### config.mk
export PLATFORM = sky130hd
export DESIGN_NAME = wwdt_top
export DESIGN_NICKNAME = d
export VERILOG_FILES = /design/src/rtl/wwdt_pkg.sv /design/src/rtl/wwdt_cfg.sv /design/src/rtl/wwdt_count.sv /design/src/rtl/wwdt_fault.sv /design/src/rtl/wwdt_top.sv
export SDC_FILE = /design/constraint.sdc
export NUM_CORES = 1
export LEC_CHECK = 0
export BUFFER_PORTS_ARGS = -buffer_cell sky130_fd_sc_hd__buf_4
export CORE_MARGIN = 2
export CORE_UTILIZATION = 52
export CTS_BUF_LIST = sky130_fd_sc_hd__clkbuf_8
export DETAILED_ROUTE_END_ITERATION = 6
export HOLD_SLACK_MARGIN = 0.02
export PLACE_DENSITY = 0.83
export REMOVE_ABC_BUFFERS = 1
export SLEW_MARGIN = 20
export SYNTH_ARGS = -nofsm -noshare
export SYNTH_HDL_FRONTEND = slang
export SYNTH_SLANG_ARGS = --single-unit
export TNS_END_PERCENT = 50
### constraint.sdc
create_clock -name clk -period 1.7 [get_ports clk]
set_input_delay 0.085 -clock clk [delete_from_list [all_inputs] [get_ports clk]]
set_output_delay 0.085 -clock clk [all_outputs]
set_load 0.05 [all_outputs]
### src/rtl/wwdt_pkg.sv
package wwdt_pkg;
  localparam int REG_W       = 32;
  localparam int CNT_W       = 12;
  localparam int VAL_LSB     = 0;
  localparam int DLT_LSB     = 16;
  localparam int IEN_BIT     = 12;
  localparam int RSTEN_BIT   = 13;
  localparam int CPU_BIT     = 14;
  localparam int DIS_BIT     = 15;
  localparam int DBG_BIT     = 28;
  localparam int IDLE_BIT    = 29;
  localparam int KEY_LSB     = 24;
  localparam int KEY_W       = 8;
  localparam int RESTART_BIT = 0;
  localparam int ADDR_W      = 2;
  localparam int ST_W        = 2;
  localparam int ST_UF       = 0;
  localparam int ST_WIN      = 1;
  localparam logic [REG_W-1:0]  MODE_RST = 32'h3FFF_2FFF;
  localparam logic [ADDR_W-1:0] ADR_CTRL = 2'd0;
  localparam logic [ADDR_W-1:0] ADR_MODE = 2'd1;
  localparam logic [ADDR_W-1:0] ADR_STAT = 2'd2;
endpackage

### src/rtl/wwdt_cfg.sv
module wwdt_cfg
  import wwdt_pkg::*;
#(
  parameter int W   = REG_W,
  parameter int CW  = CNT_W
) (
  input  logic          clk,
  input  logic          rst,
  input  logic          we,
  input  logic [W-1:0]  wdata,
  output logic [W-1:0]  mode_q,
  output logic          commit,
  output logic [CW-1:0] commit_val,
  output logic [CW-1:0] reload,
  output logic [CW-1:0] delta,
  output logic          ien,
  output logic          rsten,
  output logic          cpu_only,
  output logic          dis,
  output logic          dbg_halt,
  output logic          idle_halt
);
  logic lock_q;

  assign commit     = we & ~lock_q;
  assign commit_val = wdata[VAL_LSB +: CW];

  always_ff @(posedge clk) begin
    if (rst) begin
      mode_q <= MODE_RST;
      lock_q <= 1'b0;
    end else if (commit) begin
      mode_q <= wdata;
      lock_q <= 1'b1;
    end
  end

  assign reload    = mode_q[VAL_LSB +: CW];
  assign delta     = mode_q[DLT_LSB +: CW];
  assign ien       = mode_q[IEN_BIT];
  assign rsten     = mode_q[RSTEN_BIT];
  assign cpu_only  = mode_q[CPU_BIT];
  assign dis       = mode_q[DIS_BIT];
  assign dbg_halt  = mode_q[DBG_BIT];
  assign idle_halt = mode_q[IDLE_BIT];


  mode_lock_chk: assert property (@(posedge clk) disable iff (rst)
    (lock_q && we) |=> $stable(mode_q));
endmodule

### src/rtl/wwdt_count.sv
module wwdt_count
  import wwdt_pkg::*;
#(
  parameter int CW = CNT_W
) (
  input  logic          clk,
  input  logic          rst,
  input  logic          tick_en,
  input  logic          idle_in,
  input  logic          debug_in,
  input  logic          restart_req,
  input  logic          commit,
  input  logic [CW-1:0] commit_val,
  input  logic [CW-1:0] reload,
  input  logic [CW-1:0] delta,
  input  logic          dis,
  input  logic          dbg_halt,
  input  logic          idle_halt,
  output logic          uf_fault,
  output logic          win_fault
);
  localparam logic [CW-1:0] CNT_RST = MODE_RST[VAL_LSB +: CW];

  logic [CW-1:0] cnt_q;
  logic          frozen, restart_ok, step;

  assign frozen     = (idle_halt & idle_in) | (dbg_halt & debug_in);
  assign restart_ok = restart_req & ~dis;
  assign step       = tick_en & ~dis & ~frozen & ~restart_ok & ~commit;
  assign win_fault  = restart_ok & (cnt_q > delta);
  assign uf_fault   = step & (cnt_q == '0);

  always_ff @(posedge clk) begin
    if (rst)               cnt_q <= CNT_RST;
    else if (commit)       cnt_q <= commit_val;
    else if (restart_ok)   cnt_q <= reload;
    else if (step) begin
      if (cnt_q == '0)     cnt_q <= reload;
      else                 cnt_q <= cnt_q - 1'b1;
    end
  end


  freeze_chk: assert property (@(posedge clk) disable iff (rst)
    (frozen && !restart_ok && !commit) |=> $stable(cnt_q));

  disabled_chk: assert property (@(posedge clk) disable iff (rst)
    (dis && !commit) |=> $stable(cnt_q));

  win_reload_chk: assert property (@(posedge clk) disable iff (rst)
    win_fault |=> (cnt_q == $past(reload)));

  uf_reload_chk: assert property (@(posedge clk) disable iff (rst)
    uf_fault |=> (cnt_q == $past(reload)));
endmodule

### src/rtl/wwdt_fault.sv
module wwdt_fault
  import wwdt_pkg::*;
#(
  parameter int SW = ST_W
) (
  input  logic          clk,
  input  logic          rst,
  input  logic          uf_fault,
  input  logic          win_fault,
  input  logic          rd_clear,
  input  logic          ien,
  input  logic          rsten,
  input  logic          cpu_only,
  output logic [SW-1:0] status_q,
  output logic          irq_q,
  output logic          sys_q,
  output logic          cpu_q
);
  logic [SW-1:0] events, status_d;
  logic          any_fault;

  always_comb begin
    events         = '0;
    events[ST_UF]  = uf_fault;
    events[ST_WIN] = win_fault;
  end

  assign any_fault = |events;
  assign status_d  = (rd_clear ? '0 : status_q) | events;

  always_ff @(posedge clk) begin
    if (rst) begin
      status_q <= '0;
      irq_q    <= 1'b0;
      sys_q    <= 1'b0;
      cpu_q    <= 1'b0;
    end else begin
      status_q <= status_d;
      irq_q    <= ien & (|status_d);
      sys_q    <= any_fault & rsten & ~cpu_only;
      cpu_q    <= any_fault & rsten & cpu_only;
    end
  end


  sys_pulse_chk: assert property (@(posedge clk) disable iff (rst)
    sys_q |=> !sys_q);

  cpu_pulse_chk: assert property (@(posedge clk) disable iff (rst)
    cpu_q |=> !cpu_q);

  one_target_chk: assert property (@(posedge clk) disable iff (rst)
    !(sys_q && cpu_q));

  fault_sticks_chk: assert property (@(posedge clk) disable iff (rst)
    uf_fault |=> status_q[ST_UF]);
endmodule

### src/rtl/wwdt_top.sv
module wwdt_top
  import wwdt_pkg::*;
#(
  parameter int                CW      = CNT_W,
  parameter logic [KEY_W-1:0]  KEY_VAL = 8'hA5
) (
  input  logic              clk,
  input  logic              rst,
  input  logic              tick_en,
  input  logic              idle_in,
  input  logic              debug_in,
  input  logic              wr_en,
  input  logic              rd_en,
  input  logic [ADDR_W-1:0] addr,
  input  logic [REG_W-1:0]  wdata,
  output logic [REG_W-1:0]  rdata,
  output logic              irq,
  output logic              sys_rst_req,
  output logic              cpu_rst_req
);
  logic [REG_W-1:0] mode_q;
  logic             mode_we, commit, restart_req, rd_clear;
  logic [CW-1:0]    commit_val, reload, delta;
  logic             ien, rsten, cpu_only, dis, dbg_halt, idle_halt;
  logic             uf_fault, win_fault;
  logic [ST_W-1:0]  status_q;

  assign mode_we     = wr_en & (addr == ADR_MODE);
  assign restart_req = wr_en & (addr == ADR_CTRL)
                     & (wdata[KEY_LSB +: KEY_W] == KEY_VAL)
                     & wdata[RESTART_BIT];
  assign rd_clear    = rd_en & (addr == ADR_STAT);

  wwdt_cfg #(.W(REG_W), .CW(CW)) u_cfg (
    .clk(clk), .rst(rst), .we(mode_we), .wdata(wdata),
    .mode_q(mode_q), .commit(commit), .commit_val(commit_val),
    .reload(reload), .delta(delta), .ien(ien), .rsten(rsten),
    .cpu_only(cpu_only), .dis(dis), .dbg_halt(dbg_halt),
    .idle_halt(idle_halt)
  );

  wwdt_count #(.CW(CW)) u_count (
    .clk(clk), .rst(rst), .tick_en(tick_en), .idle_in(idle_in),
    .debug_in(debug_in), .restart_req(restart_req), .commit(commit),
    .commit_val(commit_val), .reload(reload), .delta(delta),
    .dis(dis), .dbg_halt(dbg_halt), .idle_halt(idle_halt),
    .uf_fault(uf_fault), .win_fault(win_fault)
  );

  wwdt_fault #(.SW(ST_W)) u_fault (
    .clk(clk), .rst(rst), .uf_fault(uf_fault), .win_fault(win_fault),
    .rd_clear(rd_clear), .ien(ien), .rsten(rsten), .cpu_only(cpu_only),
    .status_q(status_q), .irq_q(irq), .sys_q(sys_rst_req),
    .cpu_q(cpu_rst_req)
  );

  always_ff @(posedge clk) begin
    if (rst) begin
      rdata <= '0;
    end else if (rd_en) begin
      case (addr)
        ADR_MODE: rdata <= mode_q;
        ADR_STAT: rdata <= {{(REG_W-ST_W){1'b0}}, status_q};
        default:  rdata <= '0;
      endcase
    end
  end


  irq_gate_chk: assert property (@(posedge clk) disable iff (rst)
    irq |-> $past(ien));

  dis_quiet_chk: assert property (@(posedge clk) disable iff (rst)
    dis |-> !(uf_fault || win_fault));
endmodule

# After elaboration in Yosys (flattened, before gate mapping)
# Index checks and enable logic that the tools add are counted.
[totals]
mem_bits_ro = 0
input_bits = 41
mem_count = 0
latchBits = 0
reg_bits = 82
mem_bits_rw = 0
[classes]
shifts = 0
n_eq_ne = 3
n_lt_le_gt_ge = 1
multipliers = 0
addsub = 1
n_reduce_logical = 5
muxes = 6
bitwise_logic = 27
div = 0
[op_table]
columns = ["op", "n"]
rows = [
  ["$pmux 32 s2", 1],
  ["$mux 12", 4],
  ["$and 1x1->1", 19],
  ["$gt 12x12->1", 1],
  ["$logic_not 12->1", 1],
  ["$sub 12x1->12 const B", 1],
  ["$eq 8x8->1 const B", 1],
  ["$not 1->1", 6],
  ["$reduce_or 2->1", 2],
  ["$reduce_bool 3->1", 1],
  ["$eq 2x1->1 const B", 1],
  ["$eq 2x2->1 const B", 1],
  ["$logic_not 2->1", 1],
  ["$mux 2", 1],
  ["$or 2x2->2", 1],
  ["$or 1x1->1", 1],
]

# Logic depth before layout (Yosys ltp)
[depth]
ltp_word = 12
depth_mapped = 10
ltp_nobuf = 7

# Modules after synthesis
# A second synthesis with hierarchy kept.
[unflattened]
cells_unflattened = 536
area_unflattened_um2 = 4643.2
[modules_own_cells]
columns = ["module", "cells_per_inst", "seq_area_each_um2", "n_inst", "area_per_inst_um2"]
rows = [
  ["wwdt_cfg", 185, 660.6, 1, 1679.1],
  ["wwdt_count", 180, 240.2, 1, 1395.1],
  ["wwdt_top", 154, 640.6, 1, 1385.1],
  ["wwdt_fault", 17, 100.1, 1, 183.9],
]

# Least setup slack after synthesis
# No wires, ideal clock.
[synth_timing]
path_kind = "reg2reg"
startpoint = "register u_cfg.mode_q[21]"
endpoint = "register u_fault.irq_q"
stages_incl_launch_ff = 8
setup_slack_ns = -0.135
arrival_time_ns = 1.673
setup_ns = 0.162
required_time_ns = 1.538
n_path_buf = 0
cell_sequence = "dfxtp_1 > inv_1 > ha_1 > a21o_1 > nand3_1 > a21oi_1 > o41ai_1 > a311oi_2"
[synth_via]
elab_chain_len = 5
[synth_lines]
columns = ["element", "line_no", "source"]
rows = [
  ["from (decl)", "wwdt_cfg.sv:11", "output logic [W-1:0] mode_q,"],
  ["from (signal assigned)", "wwdt_cfg.sv:33", "mode_q <= wdata;"],
  ["$gt 12x12->1", "wwdt_count.sv:30", "assign win_fault = restart_ok & (cnt_q > delta);"],
  ["$and 1x1->1", "wwdt_count.sv:30", ""],
  ["$or 2x2->2", "wwdt_fault.sv:29", "assign status_d = (rd_clear ? '0 : status_q) | events;"],
  ["$reduce_or 2->1", "wwdt_fault.sv:39", "irq_q <= ien & (|status_d);"],
  ["$and 1x1->1", "wwdt_fault.sv:39", ""],
  ["to (signal assigned)", "wwdt_fault.sv:39", ""],
  ["to (decl)", "wwdt_fault.sv:15", "output logic irq_q,"],
]
# Every way passes these cells.
# A chain may end at the register's enable or synchronous reset.

# Worst setup path after layout
[layout_timing]
startpoint = "register u_count.cnt_q[7]"
endpoint = "register u_fault.irq_q"
[layout_via]
elab_chain_len = 5
[layout_lines]
columns = ["element", "line_no", "source"]
rows = [
  ["from (decl)", "wwdt_count.sv:24", "logic [CW-1:0] cnt_q;"],
  ["from (signal assigned)", "wwdt_count.sv:35", "else if (commit) cnt_q <= commit_val;"],
  ["from (signal assigned)", "wwdt_count.sv:36", "else if (restart_ok) cnt_q <= reload;"],
  ["from (signal assigned)", "wwdt_count.sv:38", "if (cnt_q == '0) cnt_q <= reload;"],
  ["$gt 12x12->1 / $logic_not 12->1 (equally long branches)", "wwdt_count.sv:30, wwdt_count.sv:31", ""],
  ["$and 1x1->1 (on tied branches)", "wwdt_count.sv:30, wwdt_count.sv:31", ""],
  ["$or 2x2->2 *", "wwdt_fault.sv:29", ""],
  ["$reduce_or 2->1 *", "wwdt_fault.sv:39", ""],
  ["$and 1x1->1 *", "wwdt_fault.sv:39", ""],
]
# Mark *: on every way between the ends. The rest lies on a longest branch, timed or not.

==> impl_metrics.json <==
{
  "max-vdd-ir-drop_mv": 0.539,
  "synth-simple-area-share_pct": 27.3,
  "diodes": 0,
  "cp-start-kind": "register",
  "synth_top_cell_area_share_pct": 41.5,
  "r2r_end": "u_fault.irq_q$_SDFF_PP0_",
  "first_global_vias": 3950,
  "synth-async-reset-ratio_pct": 0,
  "r2r-start": "u_count.cnt_q[7]$_SDFFE_PP1P_",
  "yosys.area_share.adder_pct": 5.07,
  "period_needed_ns": 1.85,
  "ys_types": 58,
  "min_to": "u_cfg.lock_q$_SDFFE_PP0P_",
  "ys.flop_type": "dfxtp_1",
  "clk_pin_slew_ns": 0.09,
  "synth_top_family_by_area": "simple AND/OR/NAND/NOR gates",
  "crit_arrival_ns": 2.08,
  "root_buffer": "clkbuf_8",
  "clock_path_buffers": 2,
  "r2r_slack_ns": -0.15,
  "start_util_pct": 54.2,
  "synth_most_common_cell": "dfxtp_1",
  "layout_setup_ws_ns": -0.146,
  "rsz0062_at_grt": "true",
  "avgRoutedWirePerCell_um": 16.5,
  "core-area_sq_um": 7290,
  "avgSynthCellArea_sq_um": 8.34,
  "cts_tree": "done",
  "synth_compound_area_share_pct": 20.7,
  "status": "finished with violations",
  "yosys_register_bits": 82,
  "slew_viol_final": 0,
  "cts_buffers": 9,
  "synth_commonest_cells": "dfxtp_1 (82), nand2_1 (65), a21oi_1 (63)",
  "synthDominantAreaCellType": "dfxtp_1",
  "cap_violations": 0,
  "grt_pass1_wl_um": 19300,
  "io_pins": 76,
  "drc": 0,
  "syn_area_sq_um": 3950,
  "violations": "negative setup slack",
  "use_met1_pct": 37.5,
  "holdPathStages": 3,
  "netlist_instances": 474,
  "track_usage_pct": 29.0,
  "antenna_found_initial": 0,
  "finalPower_mw": 4.61,
  "synth-edff-count": 0,
  "use_met2_pct": 49.1,
  "yosysSeqAreaShare_pct": 41.5,
  "fp.dieArea_sq_um": 8310,
  "met3_usage_pct": 5.06,
  "hold_path.class": "in -> reg",
  "syn_to_final_growth_pct": 45.6,
  "crit_path_max_fanout": 4,
  "post-route-period-util_pct": 109,
  "place_congestion": 0.938,
  "port_buffers": 75,
  "synth_mux_area_share_pct": 0,
  "placed_area_sq_um": 4960,
  "dr_total_vias": 4148,
  "fp.dieH_um": 91.2,
  "setup_viol": 14,
  "stdcell_area_sq_um": 5750,
  "clkLatencyLatePin_ns": 0.35,
  "avgViaCountPerCell": 5.72,
  "rows": 31,
  "worst_pin_slew_ns": 0.404,
  "finClkSkew_ns": 0.00891,
  "drt-initial-drc-count": 225,
  "yosysWarnings": 0,
  "grt.overflow.total": 0,
  "finalWirelength_um": 12000,
  "worstPathRequired_ns": 1.94,
  "cts_sinks": 82,
  "netlist_top_cells_area": "dfxtp_1 (42%), a21oi_1 (8.0%), nand2_1 (6.2%)",
  "crit_path_end_kind": "register",
  "synth_xor_area_share_pct": 0.222,
  "p_per_area_nw_per_um2": 802,
  "p_leak_nw": 2.51,
  "busiest_layer": "met2",
  "htree_levels": 3,
  "finalSetupTns_ns": -1.11,
  "drive_gt1_share_pct": 31.2,
  "worstRegToRegCells": 7,
  "dp_hpwl_um": 7940,
  "worstHoldStart": "wr_en",
  "relSlewSlack_pct": 72.9,
  "finalHoldViolCount": 0,
  "dr.pass1.iters": 5,
  "grt_max_degree": 33,
  "dieWidth_um": 91.2,
  "fmax_mhz": 542,
  "ant_nets": 0,
  "finalNetCount": 678,
  "path_class": "reg -> reg"
}
area by class of cell:
class	count	area, sq um
Clock buffer	9	124
Inverter	21	78.8
Multi-Input combinational cell	342	2270
Tap cell	99	124
Sequential cell	82	1650
Timing Repair Buffer	165	1380
Clock inverter	7	125
Fill cell	502	1540
placed cells by master (no fill, tap or decap), drive strengths merged, types with 3 or more instances in the layout:
cell type,n
a211oi,6
a21boi,3
a21oi,65
a31oi,3
and2,4
buf,133
bufinv,3
clkbuf,9
dfxtp,82
dlygate4sd3,32
ha,16
inv,23
nand2,65
nand2b,32
nand3,47
nand4,6
nor2,15
nor2b,3
nor3,7
nor4,4
o211a,3
o211ai,16
o21ai,6
o31ai,5
worst max-delay path by stage:
stage,endpoint,startpoint,slack (ns),depth (start not counted)
4_1_cts,u_fault.irq_q$_SDFF_PP0_,u_count.cnt_q[1]$_SDFFE_PP1P_,-0.13,8
3_5_place_dp,u_fault.irq_q$_SDFF_PP0_,u_cfg.mode_q[17]$_SDFFE_PP1P_,-0.28,8
3_3_place_gp,u_fault.irq_q$_SDFF_PP0_,u_count.cnt_q[1]$_SDFFE_PP1P_,-0.21,8
5_1_grt,u_fault.irq_q$_SDFF_PP0_,u_count.cnt_q[1]$_SDFFE_PP1P_,-0.21,8
2_1_floorplan,u_fault.irq_q$_SDFF_PP0_,addr[1],-0.98,7
6_report,u_fault.irq_q$_SDFF_PP0_,u_count.cnt_q[7]$_SDFFE_PP1P_,-0.15,7
repair_timing:
| item | CTS | global route |
|---|---|---|
| setup buffers | 3 | 1 |
| hold endpoints to repair | 36 | 0 |
| hold buffers | 32 | 0 |
| setup endpoints to repair | 15 | 17 |
| gates resized for setup | 24 | 21 |
| pin swaps | 5 | 11 |
| cloned | 0 | 0 |
flip-flops by register name, indices dropped and copies added, names as in the netlist:
register / cells
rdata: 32
u_cfg.lock_q: 1
u_cfg.mode_q: 32
u_count.cnt_q: 12
u_fault.cpu_q: 1
u_fault.irq_q: 1
u_fault.status_q: 2
u_fault.sys_q: 1
per-stage QoR:
step / hold slack (ns) / cells / setup WS (ns) / utilization (%)
2_1_floorplan: 0.154 / 445 / -0.978 / -
5_1_grt: 0.0639 / 725 / -0.209 / 78.9
3_3_place_gp: 0.295 / 673 / -0.212 / 68.0
6_report: 0.0456 / 725 / -0.146 / 78.9
4_1_cts: 0.0476 / 724 / -0.126 / 77.7
3_5_place_dp: 0.304 / 673 / -0.279 / 68.0
report_power, final:
| group | internal (mW) | switching, mW | total (mW) | leakage (nW) |
|---|---|---|---|---|
| combinational | 0.365 | 0.431 | 0.796 | 1.72 |
| clock | 0.991 | 0.778 | 1.77 | 0.118 |
| sequential | 1.99 | 0.0548 | 2.05 | 0.668 |
critical path: stages, from the launching register on:
cell and delay (ns):
dfxtp_1 0.33, buf_4 0.13, ha_1 0.30, a21oi_1 0.17, a21oi_1 0.10, o41ai_2 0.40
buf_4 0.20, a311oi_2 0.08
metal layers:
layer	wire [um]	vias to the layer above	share of wire, %
li1	-	1989	-
met1	5120	1960	43
met2	5850	174	49
met3	783	25	6.5
met4	242	0	2.0
met5	0	-	0
logic make-up after synthesis:
| logic type | Yosys count |
|---|---|
| DFF | 82 |
| and+or+nand+nor | 200 |
| adders and majority gates | 16 |
| xor gates and xnor gates | 1 |
| buffers and inverters | 50 |
| AOI/OAI and AO/OA | 125 |
Note: power is estimated with default switching activity, not from simulation.
